$ cat config.mk
export PLATFORM = sky130hd
export DESIGN_NAME = dma_chan_ctrl
export DESIGN_NICKNAME = d
export VERILOG_FILES = /design/src/rtl/dma_chan_pkg.sv /design/src/rtl/dma_desc_fetch.sv /design/src/rtl/dma_buf_ctr.sv /design/src/rtl/dma_chan_ctrl.sv
export SDC_FILE = /design/constraint.sdc
export NUM_CORES = 1
export LEC_CHECK = 0
export BUFFER_PORTS_ARGS = -buffer_cell sky130_fd_sc_hd__buf_2
export CAP_MARGIN = 20
export CORE_MARGIN = 2
export CORE_UTILIZATION = 35
export DETAILED_ROUTE_END_ITERATION = 8
export GPL_ROUTABILITY_DRIVEN = 1
export PLACE_DENSITY = 0.54
export SLEW_MARGIN = 20
export SYNTH_ARGS = -nofsm -noshare
export SYNTH_HDL_FRONTEND = slang
export SYNTH_SLANG_ARGS = --single-unit
$ cat constraint.sdc
create_clock -name clk -period 4.41 [get_ports clk]
set_clock_uncertainty 0.15 [all_clocks]
set_input_delay 0.2205 -clock clk [delete_from_list [all_inputs] [get_ports clk]]
set_output_delay 0.2205 -clock clk [all_outputs]
set_load 0.01 [all_outputs]
$ cat src/rtl/dma_chan_pkg.sv
package dma_chan_pkg;
    localparam int DMA_AW     = 32;
    localparam int DMA_LW     = 16;
    localparam int DMA_BEAT   = 4;
    localparam int DESC_WORDS = 3;
    localparam int CW_RUN     = 16;
    localparam int CW_LINK    = 17;
    localparam int CW_CLOSE   = 18;

    typedef enum logic [1:0] {
        CH_IDLE,
        CH_XFER,
        CH_DRAIN,
        CH_FETCH
    } ch_state_e;

    typedef struct packed {
        logic run;
        logic link;
        logic close;
    } cmd_t;

    typedef struct packed {
        logic [DMA_AW-1:0] next;
        logic [DMA_AW-1:0] base;
        logic [DMA_LW-1:0] len;
        cmd_t              cmd;
    } desc_t;

    function automatic desc_t build_desc(input logic [DMA_AW-1:0] w_next,
                                         input logic [DMA_AW-1:0] w_base,
                                         input logic [31:0]       w_ctl);
        desc_t d;
        d.next      = w_next;
        d.base      = w_base;
        d.len       = w_ctl[DMA_LW-1:0];
        d.cmd.run   = w_ctl[CW_RUN];
        d.cmd.link  = w_ctl[CW_LINK];
        d.cmd.close = w_ctl[CW_CLOSE];
        return d;
    endfunction
endpackage

$ cat src/rtl/dma_desc_fetch.sv
module dma_desc_fetch
    import dma_chan_pkg::*;
(
    input  logic              clk,
    input  logic              rst,
    input  logic              start,
    input  logic [DMA_AW-1:0] base,
    output logic              mrd_req,
    output logic [DMA_AW-1:0] mrd_addr,
    input  logic              mrd_ack,
    input  logic [31:0]       mrd_data,
    output logic              done,
    output desc_t             desc
);
    localparam int IDXW = $clog2(DESC_WORDS);
    localparam logic [IDXW-1:0] LAST_IDX = IDXW'(DESC_WORDS - 1);

    logic              busy;
    logic [IDXW-1:0]   idx;
    logic [DMA_AW-1:0] base_q;
    logic [DMA_AW-1:0] held [DESC_WORDS-1];

    always_ff @(posedge clk) begin
        if (rst) begin
            busy   <= 1'b0;
            idx    <= '0;
            base_q <= '0;
        end else if (start) begin
            busy   <= 1'b1;
            idx    <= '0;
            base_q <= base;
        end else if (busy && mrd_ack) begin
            if (idx == LAST_IDX) busy <= 1'b0;
            else                 idx  <= idx + 1'b1;
        end
    end

    for (genvar g = 0; g < DESC_WORDS - 1; g++) begin : g_hold
        always_ff @(posedge clk) begin
            if (rst)                                      held[g] <= '0;
            else if (busy && mrd_ack && idx == IDXW'(g))  held[g] <= mrd_data;
        end
    end

    assign mrd_req  = busy;
    assign mrd_addr = base_q + (DMA_AW'(idx) << 2);
    assign done     = busy && mrd_ack && (idx == LAST_IDX);
    assign desc     = build_desc(held[0], held[1], mrd_data);
endmodule

$ cat src/rtl/dma_buf_ctr.sv
module dma_buf_ctr
    import dma_chan_pkg::*;
#(
    parameter int BEAT_BYTES = DMA_BEAT
) (
    input  logic              clk,
    input  logic              rst,
    input  logic              load,
    input  logic [DMA_AW-1:0] load_addr,
    input  logic [DMA_LW-1:0] load_len,
    input  logic              step,
    output logic [DMA_AW-1:0] addr,
    output logic [DMA_LW-1:0] remain,
    output logic              last
);
    localparam logic [DMA_LW-1:0] BEAT_L = DMA_LW'(BEAT_BYTES);
    localparam logic [DMA_AW-1:0] BEAT_A = DMA_AW'(BEAT_BYTES);

    always_ff @(posedge clk) begin
        if (rst) begin
            addr   <= '0;
            remain <= '0;
        end else if (load) begin
            addr   <= load_addr;
            remain <= load_len;
        end else if (step) begin
            addr   <= addr + BEAT_A;
            remain <= (remain > BEAT_L) ? remain - BEAT_L : '0;
        end
    end

    assign last = (remain <= BEAT_L);
endmodule

$ cat src/rtl/dma_chan_ctrl.sv
module dma_chan_ctrl
    import dma_chan_pkg::*;
#(
    parameter int BEAT_BYTES = DMA_BEAT
) (
    input  logic              clk,
    input  logic              rst,
    input  logic              ctl_wr,
    input  logic              ctl_run,
    input  logic              ctl_link,
    input  logic              ctl_close,
    input  logic              ptr_wr,
    input  logic [DMA_AW-1:0] ptr_data,
    input  logic              ep_req,
    input  logic              ep_short,
    output logic              mrd_req,
    output logic [DMA_AW-1:0] mrd_addr,
    input  logic              mrd_ack,
    input  logic [31:0]       mrd_data,
    output logic              xfer_go,
    output logic [DMA_AW-1:0] xfer_addr,
    input  logic              xfer_done,
    input  logic              fifo_empty,
    output logic              st_en,
    output logic              st_active,
    output logic [DMA_LW-1:0] st_remain
);
    ch_state_e         state;
    cmd_t              cmd_q;
    logic              chain_q;
    logic [DMA_AW-1:0] next_ptr;

    logic  fetch_start, fetch_done, step, last, end_buf;
    desc_t fetched;

    dma_desc_fetch u_fetch (
        .clk      (clk),
        .rst      (rst),
        .start    (fetch_start),
        .base     (next_ptr),
        .mrd_req  (mrd_req),
        .mrd_addr (mrd_addr),
        .mrd_ack  (mrd_ack),
        .mrd_data (mrd_data),
        .done     (fetch_done),
        .desc     (fetched)
    );

    dma_buf_ctr #(.BEAT_BYTES(BEAT_BYTES)) u_ctr (
        .clk       (clk),
        .rst       (rst),
        .load      (fetch_done),
        .load_addr (fetched.base),
        .load_len  (fetched.len),
        .step      (step),
        .addr      (xfer_addr),
        .remain    (st_remain),
        .last      (last)
    );

    assign xfer_go     = (state == CH_XFER) && ep_req && (st_remain != '0);
    assign step        = xfer_go && xfer_done;
    assign end_buf     = (step && last) || (ep_short && cmd_q.close);
    assign fetch_start = ((state == CH_IDLE) && ctl_wr && !ctl_run && ctl_link) ||
                         ((state == CH_DRAIN) && fifo_empty && chain_q);
    assign st_active   = (state != CH_IDLE);

    always_ff @(posedge clk) begin
        if (rst) begin
            state    <= CH_IDLE;
            cmd_q    <= '0;
            chain_q  <= 1'b0;
            st_en    <= 1'b0;
            next_ptr <= '0;
        end else begin
            if (fetch_done)                        next_ptr <= fetched.next;
            else if (ptr_wr && state != CH_FETCH)  next_ptr <= ptr_data;

            unique case (state)
                CH_IDLE: begin
                    if (ctl_wr) begin
                        cmd_q <= '{run: ctl_run, link: ctl_link, close: ctl_close};
                        st_en <= ctl_run;
                        if (!ctl_run && ctl_link) state <= CH_FETCH;
                    end else if (st_en && ep_req && st_remain != '0) begin
                        state <= CH_XFER;
                    end
                end
                CH_XFER: begin
                    if (ctl_wr) begin
                        cmd_q <= '{run: ctl_run, link: ctl_link, close: ctl_close};
                    end
                    if (ctl_wr && !ctl_run) begin
                        chain_q <= ctl_link;
                        state   <= CH_DRAIN;
                    end else if (end_buf) begin
                        chain_q <= ctl_wr ? ctl_link : cmd_q.link;
                        state   <= CH_DRAIN;
                    end else if (!ep_req) begin
                        state <= CH_IDLE;
                    end
                end
                CH_DRAIN: begin
                    if (fifo_empty) begin
                        st_en <= 1'b0;
                        state <= chain_q ? CH_FETCH : CH_IDLE;
                    end
                end
                CH_FETCH: begin
                    if (fetch_done) begin
                        cmd_q <= fetched.cmd;
                        st_en <= fetched.cmd.run;
                        state <= CH_IDLE;
                    end
                end
                default: state <= CH_IDLE;
            endcase
        end
    end
endmodule

After elaboration in Yosys (flattened, before gate mapping)

Memories as Yosys holds them, arrays and structs flattened.
Cells that the tools add are included.

Flip-flop bits (word level): 121
Bits in writable memories: 64
Input bits: 76
Output and inout port bits: 84
Logic and storage cells: 115
Memories: 1

Memories:

| name         | depth | width | read ports | clocked after Yosys merged registers in | wr ports | line                 | RTL |
|---|---|---|---|---|---|---|---|
| u_fetch.held | 2     | 32    | 2          | 0                                       | 2        | dma_desc_fetch.sv:21 | `logic [DMA_AW-1:0] held [DESC_WORDS-1];` |

$add $sub $neg: 4
Magnitude comparators: 2
Equal/unequal tests: 13
Multiplexer cells: 40
Bitwise operators: 3
Reduce and logical (&&, ||, !) cells: 41

Operator list:

| kind                                                                              | count |
|---|---|
| 32-bit 2-to-1 mux                                                                 | 6 |
| 16-bit 2-to-1 mux                                                                 | 3 |
| 32-bit by 3-bit adder with 32-bit output, second input constant                   | 1 |
| 32-bit by 4-bit adder with 32-bit output                                          | 1 |
| 2-bit 2-to-1 mux                                                                  | 11 |
| 1-bit logical AND                                                                 | 19 |
| 1-bit 2-to-1 mux                                                                  | 17 |
| 16-bit by 3-bit greater-than comparator with 1-bit output, second input constant  | 1 |
| 16-bit by 3-bit less-or-equal comparator with 1-bit output, second input constant | 1 |
| 16-bit nonzero test                                                               | 1 |
| 16-bit by 3-bit subtractor with 16-bit output, second input constant              | 1 |
| 2-bit nonzero test                                                                | 7 |
| 2-bit != test, second input constant                                              | 4 |
| 2-bit case mux with 4 select lines                                                | 1 |
| 2-bit == test, second input constant                                              | 3 |
| 3-bit by 2-bit != test with 1-bit output, second input constant                   | 2 |
| 2-bit AND reduction                                                               | 3 |
| 5-bit AND reduction                                                               | 1 |
| 2-bit by 1-bit == test with 1-bit output, second input constant                   | 2 |
| 2-bit logical NOT                                                                 | 2 |
| 4-bit by 3-bit != test with 1-bit output, second input constant                   | 1 |
| 2-bit case mux with 2 select lines                                                | 1 |
| 4-bit AND reduction                                                               | 1 |
| 2-bit OR reduction                                                                | 2 |
| 9 further kinds                                                                   | 11 |

Longest topological paths before layout

Depth in word-level cells: 9
Mapped depth: 9
Mapped depth without buffers: 8

By module

A second synthesis with hierarchy kept.

Cell total of the unflattened synthesis: 897
Area total of the unflattened synthesis: 8954.8 µm²

Modules (own cells, without submodules):

| module         | instances | cells an instance | area each (µm²) | sequential area each (µm²) |
|---|---|---|---|---|
| dma_desc_fetch | 1         | 364               | 4399.2          | 2622.5 |
| dma_buf_ctr    | 1         | 318               | 2615.0          | 960.9 |
| dma_chan_ctrl  | 1         | 215               | 1940.6          | 760.7 |

Least setup slack after synthesis

No wires, ideal clock.

Path kind: flip-flop to output port
Start point: register u_fetch.idx[0]
End point: output port mrd_addr[28]
Data arrival time: 2.250 ns
Required time: 4.039 ns
Setup slack: 1.790 ns
Stages on the path, launching flop included: 9
Path buffers: 0
Cell sequence: dfxtp_1 ha_1 inv_1 fa_1 nand3b_1 nor4_1 nand3_1 nor2_1 xor2_1

Word-level cells in the longest chain between the ends: 1

RTL lines:

| what                                     | line                 | RTL |
|---|---|---|
| from (decl)                              | dma_desc_fetch.sv:19 | `logic [IDXW-1:0] idx;` |
| from (signal assigned)                   | dma_desc_fetch.sv:34 | `else idx <= idx + 1'b1;` |
| 32-bit by 4-bit adder with 32-bit output | dma_desc_fetch.sv:46 | `assign mrd_addr = base_q + (DMA_AW'(idx) << 2);` |
| to (decl)                                | dma_chan_ctrl.sv:17  | `output logic [DMA_AW-1:0] mrd_addr,` |

Every way passes these cells.

Worst setup path in the final report

Ends and elaborated chain as after synthesis.

==> summary.md <==
| Metric | Value |
|---|---|
| Status | finished clean |
| Async set or reset register ratio after synthesis | 0% |
| Mapped cell area | between 8000 and 9000 um^2 |
| Max-slew violations | 0 |
| Via Count | 7,581 |
| GRT Util Overall | around a fifth |
| Number of max-cap violations | 0 |
| Post-synthesis sequential area ratio | 49.1% |
| Period Utilization, post-route | 74.1% |
| Largest area contributor in the netlist | dfxtp_1 |
| Initial antenna violation count | 0 |
| Clock share of power | about 41% |
| Final hold slack | 0.00962 ns |
| CP peak stage delay | roughly 0.4 ns |
| Clock slew at reported path FFs | approximately 0.07 ns |
| Share of layout cells above drive strength 1 | roughly a fifth |
| Vias in the first global route | 7,045 |
| Final setup viols | 0 |
| Post-DP HPWL | between 15 and 20 mm |
| Post-route total power | between 3 and 4 mW |
| I/O Buffers | approximately 160 |
| Crit. End Element | output port |
| Die Span X | ~160 um |
| CP Launch Type | register |
| Ys flop type | dfxtp_1 |
| Sw frac | about a quarter |
| Place WS | 1.33 ns |
| Cell Pwr Density | 346 nW/um^2 |
| Worst Path Max Fanout | 5 |
| Fin. Hold Viols | 0 |
| Core area | about 25,000 um^2 |
| DR pass1 iterations | 5 |
| DP Cell Count | approximately 1,400 |
| Number of remaining DRC errors | 0 |
| Leak | between 4 and 5 nW |
| CP max-delay cell | dfxtp_1 |
| Root buf cell | clkbuf_16 |
| Final instance area | approximately 11,000 um^2 |
| P_int | ~2.9 mW |
| Yosys top cell area share | between 20% and 30% |
| Final wirelength | roughly 25 mm |
| Arr. time, crit path | about 2.9 ns |
| Sequential power share | about half |
| Skew-Pair Late Insertion Delay | around 0.43 ns |
| Total Neg Setup Slack | 0 ns |
| CTS tree | built |
| Most frequent cell after synthesis | nor2_1 |
| Most frequent cells after synthesis | nor2_1 (126), dfxtp_1 (121), nand2_1 (112), and2_1 (69), edfxtp_1 (64) |
| Post CTS Setup Buffer Count | 0 |
| Mapped Cells | 939 |
| Kind of critical path | register to output port |
| EDFF count, synth | 64 |
| DIE HEIGHT | between 150 and 200 um |
| Final WS setup | between 1 and 1.5 ns |
| IO Pins | 160 |
| Synth Area per Inst | about 9.4 um^2 |
| Post-route insts no fill | about 1,500 |
| Initial core utilization | a little over a third |
| Hold crit path type | primary input to register |
| Crit path time final | about 3.3 ns |
| Total Die Area | around 27,000 um^2 |
| Tightest Pin Transition | roughly 1.0 ns |
| Yosys reg bits | around 190 |
| Final ANT Viol Nets | 0 |
| Core Util, Final | 44.5% |
| Area post-placement | between 9000 and 10,000 um^2 |
| Gpl congestion | 0.843 |
| First-pass GRT wire length | 38.6 mm |
| Gr ovfl total | 0 |
| Num rows | 58 |
| Vias/cell | 5.15 |
| Sw Pwr | 0.969 mW |
| Fillers | about 2,500 |
| Largest net degree at the start of global routing | 82 |
| Crit path required time | 4.04 ns |
| DR WL/cell | around 17 um |
| CTS resizes | 0 |
| CTS Buf Count | 17 |
| Synth unique cells | between 60 and 70 |
| F_max | approximately 310 MHz |
| Logic pwr share | approximately a tenth |
| Area contributors post-synth | dfxtp_1 (27%), edfxtp_1 (22%), a311oi_1 (5.7%) |
| Syn Nets | a little over 1,000 |
| Unrepaired setup endpoints after global routing | false |
| VDD IR-drop max | ~0.00022 V |
| Max-slew headroom at the worst pin | between 30% and 40% |
| H-Tree Depth | 4 |
| NumNets Final | about 1,200 |
| CTS Buffer Depth | 2 |
| Sink Count | 185 |
| # diodes | 0 |
| Number of DRC markers in iteration 0 | between 300 and 400 |
| CTS Hold Bufs | 65 |
| Synth Warn # | 0 |
| Critical-path cell list | ha_1, inv_1, fa_1, nand3b_1, nor4_1, buf_4, nand3_1, nor2_1, xor2_1, buf_2 |
| Layout area overhead | 25.8% |
-- cells by family (layout without fill, tap and decap cells) --
kind of cell / after synthesis / after routing / share of synthesized area (%)
buffers and inverters: 83 / 286 / 4.25
AO/OA/AOI/OAI: 150 / 150 / 12.6
multiplexers: 36 / 36 / 4.08
XOR/XNOR: 38 / 38 / 3.76
flip-flops: 185 / 185 / 49.1
adder cells (fa/ha/maj): 9 / 9 / 1.36
AND/OR/NAND/NOR: 438 / 438 / 24.8
-- flip-flops by register name (all words and copies together), names as in the netlist, 2 cells and up --
register and count:
u_fetch.base_q 32, next_ptr 32, state 2, cmd_q 2, u_ctr.addr 32, u_ctr.remain 16, u_fetch.idx 2, u_fetch.held 64
-- power by group through the flow --
stage / sequential [mW] / combinational, mW / clock, mW
2_1_floorplan: 1.91 / 0.235 / 0
3_3_place_gp: 1.94 / 0.335 / 0
3_5_place_dp: 1.94 / 0.338 / 0
4_1_cts: 1.91 / 0.387 / 1.61
5_1_grt: 1.92 / 0.423 / 1.68
6_report: 1.91 / 0.385 / 1.56
-- final timing paths --
check,startpoint,endpoint,slack (ns),depth (start not counted)
setup / recovery,u_fetch.idx[0],mrd_addr[28],1.14,10
hold / removal,mrd_data[18],u_fetch.held[1][18],0.01,2
setup reg to reg,u_ctr.remain[2],u_ctr.addr[20],1.29,7
hold reg to reg,u_fetch.held[1][15],u_ctr.addr[15],0.31,2
-- area by class of cell --
type	instances	area (um^2)	share of cell area (%)
clock buffer	20	479	4.30
clock inverter	12	123	1.10
inverter	20	75.1	0.674
multi-input combinational	671	4180	37.5
sequential	185	4340	39.0
tap	330	413	3.71
timing repair buffer	234	1520	13.7
-- layout by cell type, fill, tap and decap left out, types with 19 or more instances in the layout --
| master | synthesis | layout |
|---|---|---|
| inv_1 | 20 | 20 |
| edfxtp_1 | 64 | 64 |
| nand3_1 | 29 | 28 |
| clkbuf_16 | 0 | 19 |
| a311oi_1 | 58 | 58 |
| dlygate4sd3_1 | 0 | 65 |
| dfxtp_1 | 121 | 121 |
| buf_2 | 7 | 158 |
| o21ai_0 | 19 | 19 |
| nand4_1 | 22 | 22 |
| xnor2_1 | 26 | 26 |
| nand2_1 | 112 | 111 |
| nor2_1 | 126 | 126 |
| and2_1 | 69 | 69 |
| mux2i_1 | 35 | 35 |
-- layer usage --
layer  part of all wire [%]  track usage (%)
met5                      0                0
met4                    1.7             6.07
met3                    4.7             3.30
met2                     45             29.7
met1                     48             25.7
-- critical path: cells and delay by family (launching register included) --
family                     cells  cell delay [ns]
adders and majority gates      2             0.60
and+or+nand+nor                4             0.90
xor gates and xnor gates       1             0.15
buffers and inverters          3             0.41
DFF                            1             0.39
No activity file was read; power rests on OpenSTA's default activity.
